==> src/rtl/rpb_pkg.sv <==
package rpb_pkg;

    localparam int DEF_DATA_W  = 8;
    localparam int DEF_DEPTH   = 256;
    localparam int DEF_STAGE_W = 8;

    typedef enum logic [1:0] {
        ST_IDLE = 2'd0,
        ST_REC  = 2'd1,
        ST_TURN = 2'd2,
        ST_PLAY = 2'd3
    } ctl_state_e;

    typedef struct packed {
        logic late;
        logic wr;
        logic rd;
    } strobe_t;

    function automatic int stage_count(input int addr_w, input int stage_w);
        return (addr_w + stage_w - 1) / stage_w;
    endfunction

endpackage

==> src/rtl/rpb_addr_ctr.sv <==
module rpb_addr_ctr #(
    parameter int ADDR_W  = 8,
    parameter int STAGE_W = 8
) (
    input  logic              clk,
    input  logic              rst,
    input  logic              clr_i,
    input  logic              step_i,
    output logic [ADDR_W-1:0] count_o,
    output logic              rco_o
);
    localparam int NSTG = rpb_pkg::stage_count(ADDR_W, STAGE_W);

    logic [NSTG:0]     carry;
    logic [NSTG:0]     term;
    logic [ADDR_W-1:0] cnt;

    assign carry[0] = step_i;
    assign term[0]  = 1'b1;

    for (genvar g = 0; g < NSTG; g++) begin : g_stage
        localparam int LO = g * STAGE_W;
        localparam int HI = ((LO + STAGE_W) > ADDR_W) ? ADDR_W - 1 : LO + STAGE_W - 1;
        logic [HI-LO:0] stg_q;

        always_ff @(posedge clk) begin
            if (rst || clr_i) begin
                stg_q <= '0;
            end else if (carry[g]) begin
                stg_q <= stg_q + 1'b1;
            end
        end

        assign cnt[HI:LO]  = stg_q;
        // stage advances its neighbour only when it is at its own terminal count
        assign carry[g+1]  = carry[g] & (&stg_q);
        assign term[g+1]   = term[g] & (&stg_q);
    end

    assign count_o = cnt;
    assign rco_o   = term[NSTG];
endmodule

==> src/rtl/rpb_strobe_gen.sv <==
module rpb_strobe_gen (
    input  logic             clk,
    input  logic             rst,
    input  logic             run_i,
    input  logic             rec_i,
    output rpb_pkg::strobe_t stb_o
);
    logic phase_q;

    always_ff @(posedge clk) begin
        if (rst || !run_i) begin
            phase_q <= 1'b0;
        end else begin
            phase_q <= !phase_q;
        end
    end

    always_comb begin
        stb_o.late = phase_q;
        stb_o.wr   = run_i &  rec_i & phase_q;
        stb_o.rd   = run_i & !rec_i & phase_q;
    end
endmodule

==> src/rtl/rpb_sram.sv <==
module rpb_sram #(
    parameter int DATA_W = 8,
    parameter int DEPTH  = 256,
    parameter int ADDR_W = $clog2(DEPTH)
) (
    input  logic              clk,
    input  logic              rst,
    input  logic              we_i,
    input  logic              re_i,
    input  logic [ADDR_W-1:0] addr_i,
    input  logic [DATA_W-1:0] wdata_i,
    output logic [DATA_W-1:0] rdata_o
);
    logic [DATA_W-1:0] mem [DEPTH];

    always_ff @(posedge clk) begin
        if (we_i) begin
            mem[addr_i] <= wdata_i;
        end
    end

    always_ff @(posedge clk) begin
        if (rst) begin
            rdata_o <= '0;
        end else if (re_i) begin
            rdata_o <= mem[addr_i];
        end
    end
endmodule

==> src/rtl/rec_play_buf.sv <==
module rec_play_buf #(
    parameter int DATA_W  = rpb_pkg::DEF_DATA_W,
    parameter int DEPTH   = rpb_pkg::DEF_DEPTH,
    parameter int STAGE_W = rpb_pkg::DEF_STAGE_W,
    parameter int ADDR_W  = $clog2(DEPTH)
) (
    input  logic              clk,
    input  logic              rst,
    input  logic              start_i,
    input  logic [DATA_W-1:0] sample_i,
    output logic              wr_en_o,
    output logic              rd_en_o,
    output logic [ADDR_W-1:0] addr_o,
    output logic [DATA_W-1:0] play_data_o,
    output logic              play_valid_o,
    output logic              done_o,
    output logic              recording_o,
    output logic              playing_o
);
    import rpb_pkg::*;

    ctl_state_e        state_q;
    strobe_t           stb;
    logic              rco;
    logic              clr;
    logic [ADDR_W-1:0] addr;
    logic              valid_q;
    logic              done_q;

    assign clr = (state_q == ST_IDLE) && start_i;

    rpb_addr_ctr #(
        .ADDR_W  (ADDR_W),
        .STAGE_W (STAGE_W)
    ) ctr_i (
        .clk     (clk),
        .rst     (rst),
        .clr_i   (clr),
        .step_i  (stb.wr | stb.rd),
        .count_o (addr),
        .rco_o   (rco)
    );

    rpb_strobe_gen stb_i (
        .clk   (clk),
        .rst   (rst),
        .run_i ((state_q == ST_REC) || (state_q == ST_PLAY)),
        .rec_i (state_q == ST_REC),
        .stb_o (stb)
    );

    rpb_sram #(
        .DATA_W (DATA_W),
        .DEPTH  (DEPTH),
        .ADDR_W (ADDR_W)
    ) ram_i (
        .clk     (clk),
        .rst     (rst),
        .we_i    (stb.wr),
        .re_i    (stb.rd),
        .addr_i  (addr),
        .wdata_i (sample_i),
        .rdata_o (play_data_o)
    );

    always_ff @(posedge clk) begin
        if (rst) begin
            state_q <= ST_IDLE;
        end else begin
            unique case (state_q)
                ST_IDLE: if (start_i)        state_q <= ST_REC;
                ST_REC:  if (stb.wr && rco)  state_q <= ST_TURN;
                ST_TURN:                     state_q <= ST_PLAY;
                ST_PLAY: if (stb.rd && rco)  state_q <= ST_IDLE;
                default:                     state_q <= ST_IDLE;
            endcase
        end
    end

    always_ff @(posedge clk) begin
        if (rst) begin
            valid_q <= 1'b0;
            done_q  <= 1'b0;
        end else begin
            valid_q <= stb.rd;
            done_q  <= stb.rd & rco;
        end
    end

    assign wr_en_o      = stb.wr;
    assign rd_en_o      = stb.rd;
    assign addr_o       = addr;
    assign play_valid_o = valid_q;
    assign done_o       = done_q;
    assign recording_o  = (state_q == ST_REC);
    assign playing_o    = (state_q == ST_PLAY);
endmodule

==> config.mk <==
export PLATFORM = sky130hd
export DESIGN_NAME = rec_play_buf
export DESIGN_NICKNAME = d
export VERILOG_FILES = /design/src/rtl/rpb_pkg.sv /design/src/rtl/rpb_addr_ctr.sv /design/src/rtl/rpb_strobe_gen.sv /design/src/rtl/rpb_sram.sv /design/src/rtl/rec_play_buf.sv
export SDC_FILE = /design/constraint.sdc
export NUM_CORES = 2
export LEC_CHECK = 0
export ABC_CLOCK_PERIOD_IN_PS = 3400
export CAP_MARGIN = 40
export CORE_MARGIN = 4
export CORE_UTILIZATION = 30
export CTS_CLUSTER_DIAMETER = 40
export DETAILED_ROUTE_END_ITERATION = 8
export SLEW_MARGIN = 15
export SYNTH_ARGS = -nofsm -noshare
export SYNTH_HDL_FRONTEND = slang
export SYNTH_SLANG_ARGS = --single-unit
==> constraint.sdc <==
create_clock -name clk -period 3.4 [get_ports clk]
set_input_delay 0.34 -clock clk [delete_from_list [all_inputs] [get_ports clk]]
set_output_delay 0.34 -clock clk [all_outputs]
set_load 0.005 [all_outputs]
==> impl_metrics.json <==
{
  "outcome": "finished, final reports clean",
  "async_flop_share_pct": 0,
  "num_io_pins": 33,
  "core_area_sq_um": 268000,
  "crit_family": "buffers and inverters",
  "finalCritPeriodShare_pct": 97.4,
  "crit_type": "reg -> reg",
  "synthMuxAreaShare_pct": 15.8,
  "dp_hpwl_microns": 146000,
  "reg2reg_to": "ram_i.rdata_o[5]",
  "yosysWarnings": 0,
  "path_cells": "buf_12, buf_12, buf_4, mux4_2, mux2i_1, o211ai_1, nor3_1, o311ai_1, a32o_1",
  "finalWeightedCongestion": 0.908,
  "cp.required_ns": 4.21,
  "seq_area_frac_synth_pct": 76.7,
  "whs_ns": 0.134,
  "grt_max_degree": 155,
  "wl_microns": 227000,
  "fmax_mhz": 302,
  "hold_depth": 1,
  "portBuffers": 32,
  "critPathLaunchType": "register",
  "path_buf_inv": 3,
  "crit_path_max_incr_delay_ns": 0.60,
  "netlist-cell-type-count": 66,
  "cts_buffers": 279,
  "die_area_sq_um": 277000,
  "drt_pass1_iterations": 6,
  "detail-route-antenna-nets": 0,
  "route.detailed.drc": 0,
  "fp.dieH_microns": 527,
  "clock_skew_ns": 0.0628,
  "drt-initial-drc-count": 5148,
  "cts_tree": "yes",
  "initial_core_util_pct": 30.1,
  "synth_top_family_by_area": "multiplexers",
  "rrSetupSlack_ns": 0.09,
  "grt-ovfl-total": 0,
  "routed_via_density": 5.21,
  "p_leak_nw": 30.8,
  "clk_pin_slew_ns": 0.06,
  "setup-violations-final": 0,
  "clk_latency_ns": 0.91,
  "num_rows": 190,
  "worst_pin_slew_ns": 1.06,
  "synth_area_sq_um": 80700,
  "final_util_pct": 36.6,
  "syn_inst": 3836,
  "wl_per_cell_microns": 27.7,
  "avgSynthCellArea_sq_um": 21.0,
  "end_kind": "register",
  "cp_slowest_cell": "nor3_1",
  "final_nets": 4477,
  "syn_to_final_growth_pct": 21.6,
  "ys_seq_elements": 2069,
  "powerDensity_nw_per_um2": 601,
  "dp.cells": 7702,
  "setup_tns_ns": 0,
  "drive_gt1_share_pct": 32.2,
  "drv_slew": 0,
  "cp_max_fo": 32,
  "worstHoldEndpoint": "ram_i.mem[52][6]",
  "cts-root-buf": "clkbuf_16",
  "htree_levels": 5,
  "dr_total_vias": 42800,
  "synth_fa_ha_area_share_pct": 0.155,
  "hold_class": "in -> reg",
  "period_minus_slack_ns": 3.31,
  "grt_pass1_vias": 43000,
  "cts_max_path_buffers": 4,
  "cp.arrival_ns": 4.12,
  "ff2ff_path_depth": 9,
  "max_cap_violations": 0,
  "slew_headroom_pct": 29.3,
  "yosys.area_share.simple_pct": 3.16,
  "final-instance-count-excl-fill": 8212,
  "synth_edf_count": 2048,
  "clock_sinks": 2069,
  "synthXorXnorAreaFrac_pct": 0.0651,
  "grt_usage_pct": 16.1,
  "hold_viol": 0,
  "synth_compound_area_share_pct": 2.29,
  "grt_antenna_before_repair": 6,
  "vdd_ir_drop_max_uv": 402,
  "synth-main-ff-cell": "edfxtp_1",
  "grt_pass1_wl_microns": 324000,
  "timing.rr.start": "ctr_i.count_o[1]",
  "rsz0062_at_grt": "false",
  "cpMostUsedCell": "buf_12",
  "syn_nets": 3857,
  "hp-start": "sample_i[6]",
  "dieWidth_microns": 527
}
-- power breakdown --
part	internal (mW)	switching [mW]	leakage (nW)
registers	28.1	0.0398	18.6
logic	0.819	1.28	7.86
clock network	17.7	11.1	4.41
-- cells in the final DEF, fill, tap and decap left out, drive strengths merged, types with 6 or more instances in the layout --
master         count
nor2             301
nand4              8
a311oi             6
dfxtp             21
a31oi             25
buf              532
bufinv            29
mux2              10
a21oi             27
nand2            173
a211oi            10
a32oi             17
inv               47
and2               6
o21ai             20
clkinv            83
a22oi             59
nor2b             15
clkinvlp          20
mux4             502
o211ai             7
ha                10
clkbuf           324
nor3              16
clkdlybuf4s50     24
and3               9
nand3             45
o22ai             35
o2111ai            9
or3                6
mux2i            136
edfxtp          2048
-- Yosys cell counts, types with 29 or more instances --
library cell,n,area share [%]
a22oi_1,59,0.55
nand2_1,173,0.80
buf_2,55,0.34
edfxtp_1,2048,76
mux2i_1,136,1.7
nor2_1,301,1.4
o22ai_1,35,0.27
buf_6,29,0.40
mux4_2,502,14
buf_4,52,0.48
clkbuf_1,85,0.40
nand3_1,45,0.28
-- kinds of logic after synthesis --
logic type,count (synthesis)
AO/OA/AOI/OAI,257
XOR/XNOR,6
adder cells (fa/ha/maj),10
buffers and inverters,242
flip-flops,2069
multiplexers,648
AND/OR/NAND/NOR,604
-- metrics by stage --
step	instance area, sq um	total power [mW]	setup WS (ns)
global placement	88200	30.7	0.0417
finish	98200	59.0	0.0894
global route	98200	60.7	0.0194
floorplan	80700	29.7	0.385
detailed placement	88800	30.7	0.0337
CTS	97900	59.4	0.0188
-- worst register-to-register path: cells and delay by family, from the launching register on --
kind                   cells  cell delay [ns]
muxes                      2             0.69
DFF                        1             0.39
buffers and inverters      3             0.84
AOI/OAI and AO/OA          3             0.69
and+or+nand+nor            1             0.60
-- repair_timing --
item	in CTS	in global routing
setup endpoints to repair	1	3
buffers inserted	0	0
endpoints found under the hold margin	57	58
cloned	0	0
gates resized for setup	1	3
hold buffers	2	2
-- registers in the layout, summed over array words and instances (netlist names) --
register / cells
ram_i.mem: 2048
ctr_i.count_o: 8
ram_i.rdata_o: 8
state_q: 2
done_o: 1
play_valid_o: 1
stb_i.phase_q: 1
-- per-layer routing --
metal	share of wire, %	track usage, %
met5	0.0035	0
met4	4.3	6.76
met3	8.9	3.61
met2	47	25.1
met1	40	21.7
-- how the worst max path moves through the flow --
| stage | from | to | slack, ns | depth (start not counted) |
|---|---|---|---|---|
| 3_3_place_gp | ctr_i.count_o[0] | ram_i.rdata_o[6] | 0.04 | 8 |
| 3_5_place_dp | ctr_i.count_o[0] | ram_i.rdata_o[6] | 0.03 | 8 |
| 5_1_grt | ctr_i.count_o[1] | ram_i.rdata_o[0] | 0.02 | 10 |
| 4_1_cts | ctr_i.count_o[1] | ram_i.rdata_o[6] | 0.02 | 10 |
| 2_1_floorplan | ctr_i.count_o[0] | ram_i.mem[104][0] | 0.38 | 12 |
| 6_report | ctr_i.count_o[1] | ram_i.rdata_o[5] | 0.09 | 9 |
-- layout make-up --
class | instances | area (sq um)
Antenna cell | 3 | 7.51
Clock buffer | 316 | 7260
Clock inverter | 166 | 1850
Fill cell | 24200 | 170000
Inverter | 13 | 58.8
Multi-Input combinational cell | 1525 | 17400
Sequential cell | 2069 | 61900
Tap cell | 3552 | 4440
Timing Repair Buffer | 568 | 5210
No activity file was read; power rests on OpenSTA's default activity.
